## src/rtl/divstep_pkg.sv

```systemverilog
package divstep_pkg;
  localparam int STATUS_W = 32;
  localparam int T_POS = 0;
  localparam int Q_POS = 8;
  localparam int M_POS = 9;

  typedef struct packed {
    logic load;
    logic rotate;
    logic step;
    logic signedSel;
  } ctrlStrobes_t;

  typedef enum logic [1:0] {
    ST_IDLE  = 2'd0,
    ST_ROT   = 2'd1,
    ST_STEP  = 2'd2,
    ST_FINAL = 2'd3
  } seqState_t;
endpackage

```

## src/rtl/divstep_core.sv

```systemverilog
module divstep_core
  import divstep_pkg::*;
#(
  parameter int WIDTH = 32
) (
  input  logic                clk,
  input  logic                rstN,
  input  ctrlStrobes_t        strobes,
  input  logic [WIDTH-1:0]    dividendIn,
  input  logic [WIDTH-1:0]    divisorIn,
  output logic [WIDTH-1:0]    quotientOut,
  output logic [WIDTH-1:0]    remainderOut,
  output logic                tBit,
  output logic [STATUS_W-1:0] statusWord
);
  localparam int MSB = WIDTH - 1;

  logic [WIDTH-1:0] remR, dvsrR, quoR;
  logic qF, mF, tF;

  // single-step primitive
  logic             signSample, doSub, carryFlag, nextQ, nextT;
  logic [WIDTH-1:0] shiftedRem, newRem;

  always_comb begin
    signSample = remR[MSB];
    shiftedRem = {remR[MSB-1:0], tF};
    doSub      = (qF == mF);
    if (doSub) begin
      newRem    = shiftedRem - dvsrR;
      carryFlag = (newRem > shiftedRem);
    end else begin
      newRem    = shiftedRem + dvsrR;
      carryFlag = (newRem < shiftedRem);
    end
    nextQ = signSample ^ carryFlag ^ mF;
    nextT = (nextQ == mF);
  end

  always_ff @(posedge clk or negedge rstN) begin
    if (!rstN) begin
      remR  <= '0;
      dvsrR <= '0;
      quoR  <= '0;
      qF    <= 1'b0;
      mF    <= 1'b0;
      tF    <= 1'b0;
    end else if (strobes.load) begin
      dvsrR <= divisorIn;
      quoR  <= dividendIn;
      if (strobes.signedSel) begin
        remR <= {WIDTH{dividendIn[MSB]}};
        qF   <= dividendIn[MSB];
        mF   <= divisorIn[MSB];
        tF   <= dividendIn[MSB] ^ divisorIn[MSB];
      end else begin
        remR <= '0;
        qF   <= 1'b0;
        mF   <= 1'b0;
        tF   <= 1'b0;
      end
    end else if (strobes.rotate) begin
      tF   <= quoR[MSB];
      quoR <= {quoR[MSB-1:0], tF};
    end else if (strobes.step) begin
      remR <= newRem;
      qF   <= nextQ;
      tF   <= nextT;
    end
  end

  always_comb begin
    statusWord        = '0;
    statusWord[T_POS] = tF;
    statusWord[Q_POS] = qF;
    statusWord[M_POS] = mF;
  end

  assign quotientOut  = quoR;
  assign remainderOut = remR;
  assign tBit         = tF;

  assert_unsigned_clear_R3: assert property (@(posedge clk) disable iff (!rstN)
    (strobes.load && !strobes.signedSel) |=> (!qF && !mF && !tF && remR == '0));

  assert_signed_flags_R4: assert property (@(posedge clk) disable iff (!rstN)
    (strobes.load && strobes.signedSel) |=>
      (qF == $past(dividendIn[MSB]) && mF == $past(divisorIn[MSB]) && tF == (qF ^ mF)));

  assert_quotient_bit_R5: assert property (@(posedge clk) disable iff (!rstN)
    (strobes.step && !strobes.load) |=> (tF == (qF == mF)));

  assert_m_held_R8: assert property (@(posedge clk) disable iff (!rstN)
    !strobes.load |=> $stable(mF));
endmodule

```

## src/rtl/divstep_ctrl.sv

```systemverilog
module divstep_ctrl
  import divstep_pkg::*;
#(
  parameter int WIDTH = 32
) (
  input  logic         clk,
  input  logic         rstN,
  input  logic         startValid,
  input  logic         signedMode,
  output ctrlStrobes_t strobes,
  output logic         busy,
  output logic         done
);
  localparam int CNT_W = (WIDTH > 2) ? $clog2(WIDTH) : 1;
  localparam logic [CNT_W-1:0] LAST_STEP = CNT_W'(WIDTH - 1);

  seqState_t        stateR;
  logic [CNT_W-1:0] stepCnt;
  logic             doneR;

  always_comb begin
    strobes.load      = startValid;
    strobes.signedSel = signedMode;
    strobes.rotate    = !startValid && (stateR == ST_ROT || stateR == ST_FINAL);
    strobes.step      = !startValid && (stateR == ST_STEP);
  end

  always_ff @(posedge clk or negedge rstN) begin
    if (!rstN) begin
      stateR  <= ST_IDLE;
      stepCnt <= '0;
      doneR   <= 1'b0;
    end else if (startValid) begin
      stateR  <= ST_ROT;
      stepCnt <= '0;
      doneR   <= 1'b0;
    end else begin
      doneR <= 1'b0;
      unique case (stateR)
        ST_ROT:  stateR <= ST_STEP;
        ST_STEP: begin
          if (stepCnt == LAST_STEP) begin
            stateR <= ST_FINAL;
          end else begin
            stateR  <= ST_ROT;
            stepCnt <= stepCnt + 1'b1;
          end
        end
        ST_FINAL: begin
          stateR <= ST_IDLE;
          doneR  <= 1'b1;
        end
        default: stateR <= ST_IDLE;
      endcase
    end
  end

  assign busy = (stateR != ST_IDLE);
  assign done = doneR;

  assert_done_single_R2: assert property (@(posedge clk) disable iff (!rstN)
    doneR |=> !doneR);

  assert_done_idle_R2: assert property (@(posedge clk) disable iff (!rstN)
    doneR |-> !busy);

  assert_setup_restarts_R6: assert property (@(posedge clk) disable iff (!rstN)
    startValid |=> (busy && !doneR));

  assert_strobes_exclusive_R5: assert property (@(posedge clk) disable iff (!rstN)
    $onehot0({strobes.load, strobes.rotate, strobes.step}));
endmodule

```

## src/rtl/divstep_unit.sv

```systemverilog
module divstep_unit
  import divstep_pkg::*;
#(
  parameter int WIDTH = 32
) (
  input  logic                clk,
  input  logic                rstN,
  input  logic                startValid,
  input  logic                signedMode,
  input  logic [WIDTH-1:0]    dividendIn,
  input  logic [WIDTH-1:0]    divisorIn,
  output logic                busy,
  output logic                done,
  output logic [WIDTH-1:0]    quotientOut,
  output logic [WIDTH-1:0]    remainderOut,
  output logic                tBit,
  output logic [STATUS_W-1:0] statusWord
);
  ctrlStrobes_t strobes;

  divstep_ctrl #(.WIDTH(WIDTH)) u_ctrl (
    .clk        (clk),
    .rstN       (rstN),
    .startValid (startValid),
    .signedMode (signedMode),
    .strobes    (strobes),
    .busy       (busy),
    .done       (done)
  );

  divstep_core #(.WIDTH(WIDTH)) u_core (
    .clk          (clk),
    .rstN         (rstN),
    .strobes      (strobes),
    .dividendIn   (dividendIn),
    .divisorIn    (divisorIn),
    .quotientOut  (quotientOut),
    .remainderOut (remainderOut),
    .tBit         (tBit),
    .statusWord   (statusWord)
  );
endmodule

```

## config.mk

```make
export PLATFORM = sky130hd
export DESIGN_NAME = divstep_unit
export DESIGN_NICKNAME = d
export VERILOG_FILES = /design/src/rtl/divstep_pkg.sv /design/src/rtl/divstep_core.sv /design/src/rtl/divstep_ctrl.sv /design/src/rtl/divstep_unit.sv
export SDC_FILE = /design/constraint.sdc
export NUM_CORES = 1
export LEC_CHECK = 0
export ABC_CLOCK_PERIOD_IN_PS = 6300
export BUFFER_PORTS_ARGS = -buffer_cell sky130_fd_sc_hd__buf_2
export CORE_ASPECT_RATIO = 0.9
export CORE_MARGIN = 1.5
export CORE_UTILIZATION = 25
export CTS_CLUSTER_SIZE = 30
export DETAILED_ROUTE_END_ITERATION = 10
export GPL_TIMING_DRIVEN = 0
export SLEW_MARGIN = 25
export SYNTH_ARGS = -nofsm -noshare
export SYNTH_HDL_FRONTEND = slang
export SYNTH_SLANG_ARGS = --single-unit
```

## constraint.sdc

```tcl
create_clock -name clk -period 6.3 [get_ports clk]
set_input_delay 0.315 -clock clk [delete_from_list [all_inputs] [get_ports clk]]
set_output_delay 0.315 -clock clk [all_outputs]
set_load 0.05 [all_outputs]
```

**After elaboration in Yosys (flattened, before gate mapping)**

Index checks and enable logic that the tools add are counted.
Widths: inputs -> output; s select.

- Register bits after elaboration: 107
- Input port bits: 68
- Output and inout bits: 99
- Word-level logic and storage cells: 61

- Add/subtract/negate cells: 3
- Magnitude comparators: 2
- Equality and inequality tests: 8
- Muxes and demuxes: 25
- Bitwise operators: 3
- Reduce and logical (&&, ||, !) cells: 11

Operators by type and width:

| cell | count |
|---|---|
| $mux 32 | 7 |
| $add 32x32->32 | 1 |
| $gt 32x32->1 | 1 |
| $lt 32x32->1 | 1 |
| $sub 32x32->32 | 1 |
| $mux 5 | 3 |
| $mux 1 | 12 |
| $reduce_bool 2->1 | 4 |
| $add 5x1->5 const B | 1 |
| $eq 5x5->1 const B | 1 |
| $eq 2x2->1 const B | 2 |
| $mux 2 | 2 |
| $ne 2x2->1 const B | 2 |
| $pmux 2 s2 | 1 |
| $reduce_and 2->1 | 2 |
| $reduce_bool 3->1 | 1 |
| $xor 1x1->1 | 3 |
| $eq 1x1->1 | 2 |
| $eq 2x1->1 const B | 1 |
| $logic_and 1x1->1 | 2 |
| $logic_not 1->1 | 1 |
| $logic_or 1x1->1 | 1 |

**Depth between registers and ports, before layout**

- Depth in word-level cells: 9
- Gate-level depth with buffers: 21
- Depth with buffers taken out: 21

**Cells and area by module**

Synthesis repeated with hierarchy kept, for this count alone.

- Cells, all modules: 1168
- Area, all modules: 9764.4 um2

By module, submodules not included:

| module | times used | cells an instance | area each (um2) | seq. area each (um2) |
|---|---|---|---|---|
| divstep_core | 1 | 1125 | 9312.7 | 2477.4 |
| divstep_ctrl | 1 | 43 | 451.7 | 200.2 |

**Worst setup path after synthesis**

No wires, ideal clock.

- Kind: reg-to-reg
- From: register u_core.tF, in the netlist u_core.tBit
- To: register u_core.qF
- Arrival: 4.966 ns
- Path slack: 1.211 ns
- Cell stages (with the launch flop): 21
- Path buffers: 0
- Cells stage by stage: dfrtp_1 -> inv_1 -> ha_1 -> inv_1 -> fa_1 -> a21o_1 -> a2111oi_4 -> a211oi_2 -> o41a_1 -> o211ai_2 -> a311oi_1 -> nor2_2 -> xnor2_1 -> ha_1 -> nand4_1 -> nor4_1 -> nand2_1 -> or4_1 -> a32oi_1 -> xnor3_1 -> o221a_2

- Cells in the longest elaborated chain, start to end: 8

RTL lines:

| what | line | source |
|---|---|---|
| start: declaration | divstep_core.sv:19 | `logic qF, mF, tF;` |
| start signal: assignment | divstep_core.sv:55 | `tF <= dividendIn[MSB] ^ divisorIn[MSB];` |
| start signal: assignment | divstep_core.sv:63 | `tF <= quoR[MSB];` |
| start signal: assignment | divstep_core.sv:68 | `tF <= nextT;` |
| $add 32x32->32 / $sub 32x32->32 (equally long branches) | divstep_core.sv:33, divstep_core.sv:30 |  |
| $lt 32x32->1 / $gt 32x32->1 (equally long branches) | divstep_core.sv:34, divstep_core.sv:31 |  |
| $mux 1 (*) | divstep_core.sv:29 | `if (doSub) begin` |
| $xor 1x1->1 (*) (2 in series) | divstep_core.sv:36 | `nextQ = signSample ^ carryFlag ^ mF;` |
| $mux 1 (*) | divstep_core.sv:65 | `end else if (strobes.step) begin` |
| $mux 1 (*) | divstep_core.sv:62 | `end else if (strobes.rotate) begin` |
| $mux 1 (*) | divstep_core.sv:48 | `end else if (strobes.load) begin` |
| end signal: assignment | divstep_core.sv:53 | `qF <= dividendIn[MSB];` |
| end signal: assignment | divstep_core.sv:67 | `qF <= nextQ;` |
| end: declaration | divstep_core.sv:19 |  |

Every way passes the cells marked *; elsewhere a longest branch is shown, timed or not. The select of a mux whose other input is x is not followed.
A chain may end at the register's enable or synchronous reset.

**Final worst setup path**

Ends and elaborated chain as after synthesis.

==> flow_summary.ini <==
[status]
status = completed

[sta]
finalMaxSlewViolations = 0
fin_crit_sh_pct = 94.9
setup_tns_ns = 0
grt_setup_unrepaired = false
clock_skew_ns = 0.0144
setup_slack_ns = 0.321
fmax_mhz = 167
final.min_clock_period_ns = 5.98
slew_headroom_pct = 39.3
hold_viol_final = 0
worstMarginPinSlew_ns = 0.911
setup_violations = 0

[grt]
antenna_found_initial = 1
overflow = 0
grt_pass1_vias = 9009
track_usage_pct = 15.6
grt_max_degree = 65
grt_pass1_wl_um = 51000

[worst_setup_path]
cpPeakStageDelay_ns = 0.59
reg2reg_to = u_core.qF$_DFFE_PN0P_
critPathKind = flop to flop
path_max_fanout = 8
crit_path_start_kind = flop
rrSetupSlack_ns = 0.32
critPathLaunch = u_core.tBit$_DFFE_PN0P_
path_cells = inv_1, ha_1, inv_1, fa_1, a21o_1, a2111oi_4, a211oi_2, o41a_1, o211ai_2, a311oi_1, nor2_2, xnor2_1, ha_1, nand4_1, nor4_2, nand2_1, or4_1, a32oi_2, xnor3_1, o221a_2
crit_path_top_delay_cell = or4_1
r2r_cells = 20
cp-end-kind = flop
rr_startpoint = u_core.tBit$_DFFE_PN0P_
critical_path_required_ns = 6.57
arrival_ns = 6.24
worstSetupEndpoint = u_core.qF$_DFFE_PN0P_

[clock_network]
post-cts-setup-buffers = 0
cts_sinks = 107
cts_tree = built
clk_path_buf_depth = 2
clk_latency_ns = 0.38
ctsRootBufferMaster = clkbuf_16
numCtsBuffers = 9
h-tree-depth = 3
clk_pin_slew_ns = 0.09

[power_and_ir_drop]
power_per_cell_area_nw_per_um2 = 470
pwr-share-seq_pct = 17.4
p_int_w = 0.00258
irDropWorstVdd_v = 0.000183
p_comb_share_pct = 70.6
p_clk_share_pct = 11.9
p_switching_w = 0.00300
leakage_nw = 5.69
swShare_pct = 53.7

[worst_hold_path]
hp-start = dividendIn[15]
hold_class = input pin to flop

[synthesis]
synth_async_sr_flop_share_pct = 100
avgSynthCellArea_sq_um = 8.18
synth_area_sq_um = 10000
yosys_register_bits = 107
yosysSeqAreaShare_pct = 26.7
synth_cells = 1227
synthFlopType = dfrtp_1
yosys_warnings = 0
synth_edf_count = 0
synth.distinct_cells = 77

[floorplan]
rows = 69
die_h_um = 193
die_w_um = 214
coreArea_sq_um = 39500
ios = 167
die_area_sq_um = 41300
start_util_pct = 25.4

[place]
routabilityCongestion = 0.891
dpl_cell_area_sq_um = 11500
dp_slack_ns = 0.0270
port_buffers = 137
place_hpwl_um = 26100

[finish]
area_growth_pct = 18.5
finalInstanceArea_sq_um = 11900
nets = 1605
regArea_sq_um = 2680
multiInputGateArea_sq_um = 6610
antenna_cells = 0
drive_gt1_share_pct = 14.7
final_core_util_pct = 30.1
fillCellCount = 4328

[drt]
wirelength_um = 32700
wire_per_inst_um = 16.9
drt_first_iter_violations = 790
num_vias = 9404
viasPerCell = 4.84
drc_errors = 0
drt_first_pass_iters = 5
ant_nets = 0

[run]
max_cap_viol_count = 0
-- worst min path at each step --
stage	end	slack, ns	depth (start not counted)
after floorplan	u_core.dvsrR[0]$_DFFE_PN0P_	0.02	0
after global placement	u_ctrl.stepCnt[4]$_DFFE_PN0P_	0.51	2
after detailed placement	u_core.dvsrR[12]$_DFFE_PN0P_	0.26	1
after CTS	u_core.quotientOut[15]$_DFFE_PN0P_	0.13	3
after global routing	u_core.dvsrR[17]$_DFFE_PN0P_	0.14	3
final	u_core.quotientOut[15]$_DFFE_PN0P_	0.14	3
-- sequential cells by signal, summed over array words and instances, names as in the netlist --
register / count
u_ctrl.stateR: 2
u_core.quotientOut: 32
u_core.mF: 1
u_core.qF: 1
u_core.tBit: 1
u_ctrl.done: 1
u_ctrl.stepCnt: 5
u_core.dvsrR: 32
u_core.remainderOut: 32
-- timing repair --
| action | 4_1_cts | 5_1_grt |
|---|---|---|
| resized for setup | 1 | 3 |
| gates cloned | 0 | 0 |
| hold endpoints to repair | 43 | 0 |
| hold buffers | 1 | 0 |
| endpoints found under the setup margin | 1 | 2 |
-- stage by stage --
stage / cells / total power (W) / hold WS (ns)
6_report: 1942 / 0.00558 / 0.135
5_1_grt: 1942 / 0.00605 / 0.136
4_1_cts: 1942 / 0.00555 / 0.128
3_5_place_dp: 1925 / 0.00486 / 0.263
3_3_place_gp: 1924 / 0.00480 / 0.513
2_1_floorplan: 1255 / 0.00386 / 0.0194
-- metal layers --
metal  vias up  GRT usage (%)  wire, um  share of wire [%]
li1       4597              -         -                  -
met1      4492           22.1     15900                 48
met2       291           24.7     14300                 44
met3        22           3.70      2310                7.0
met4         2           2.33       261               0.80
met5         -              0         7              0.021
-- synthesized netlist by cell type (6+ instances only) --
cell | count | area share [%]
a221oi_1 | 6 | 0.52
nand2b_1 | 14 | 0.87
or3_1 | 8 | 0.50
nand4_1 | 15 | 0.94
o21ai_0 | 121 | 6.0
clkbuf_1 | 53 | 2.0
a211oi_1 | 12 | 0.90
a21oi_1 | 101 | 5.0
mux2i_1 | 46 | 4.6
o21a_1 | 7 | 0.52
dfrtp_1 | 107 | 27
nor3_1 | 25 | 1.2
a21o_1 | 23 | 1.7
xor2_1 | 15 | 1.3
and3_1 | 7 | 0.44
o21bai_1 | 9 | 0.67
nor4_1 | 8 | 0.50
nand2_1 | 107 | 4.0
xnor2_1 | 55 | 4.8
ha_1 | 130 | 16
nand3_1 | 17 | 0.85
nor2b_1 | 16 | 1.0
o211ai_1 | 9 | 0.67
inv_1 | 100 | 3.7
buf_4 | 32 | 2.4
nor2_1 | 84 | 3.1
-- cells by family (layout without fill, tap and decap cells) --
logic type | after synthesis | after routing | synth area share, %
compound gates | 354 | 354 | 22.0
xor+xnor | 71 | 71 | 6.34
fa+ha+maj | 132 | 132 | 16.6
buf+inv | 195 | 350 | 8.68
flops | 107 | 107 | 26.7
mux | 48 | 48 | 4.81
other cells | 1 | 29 | 0.0374
simple gates | 319 | 319 | 14.9
-- critical path: cells and delay by family, from the launching register on --
kind | cells | cell delay [ns]
buffers and inverters | 2 | 0.17
adder cells (fa/ha/maj) | 3 | 0.90
AND/OR/NAND/NOR | 5 | 1.37
XOR/XNOR | 2 | 0.38
flip-flops | 1 | 0.56
AO/OA/AOI/OAI | 8 | 2.46
-- cell type report --
cell class	instances	share of cell area [%]
timing repair buffer	139	6.17
buffer	93	4.10
inverter	102	3.22
sequential	107	22.5
clock inverter	7	0.905
clock buffer	9	1.89
multi-input combinational	953	55.6
tap	532	5.60
-- cells in the final DEF (no fill, tap or decap), types with 53 or more instances in the layout --
master,n
a21oi_1,101
buf_2,139
clkbuf_1,53
dfrtp_1,107
ha_1,130
inv_1,100
nand2_1,107
nor2_1,84
o21ai_0,121
xnor2_1,55
-- power by group through the flow --
stage	Sequential, W	Clock (W)	Combinational [W]
after floorplan	0.00127	0	0.00258
after global placement	0.000984	0	0.00382
after detailed placement	0.000988	0	0.00387
after CTS	0.000974	0.000682	0.00389
after global routing	0.000994	0.000709	0.00435
final	0.000974	0.000667	0.00394
(Power assumes the default switching activity.)
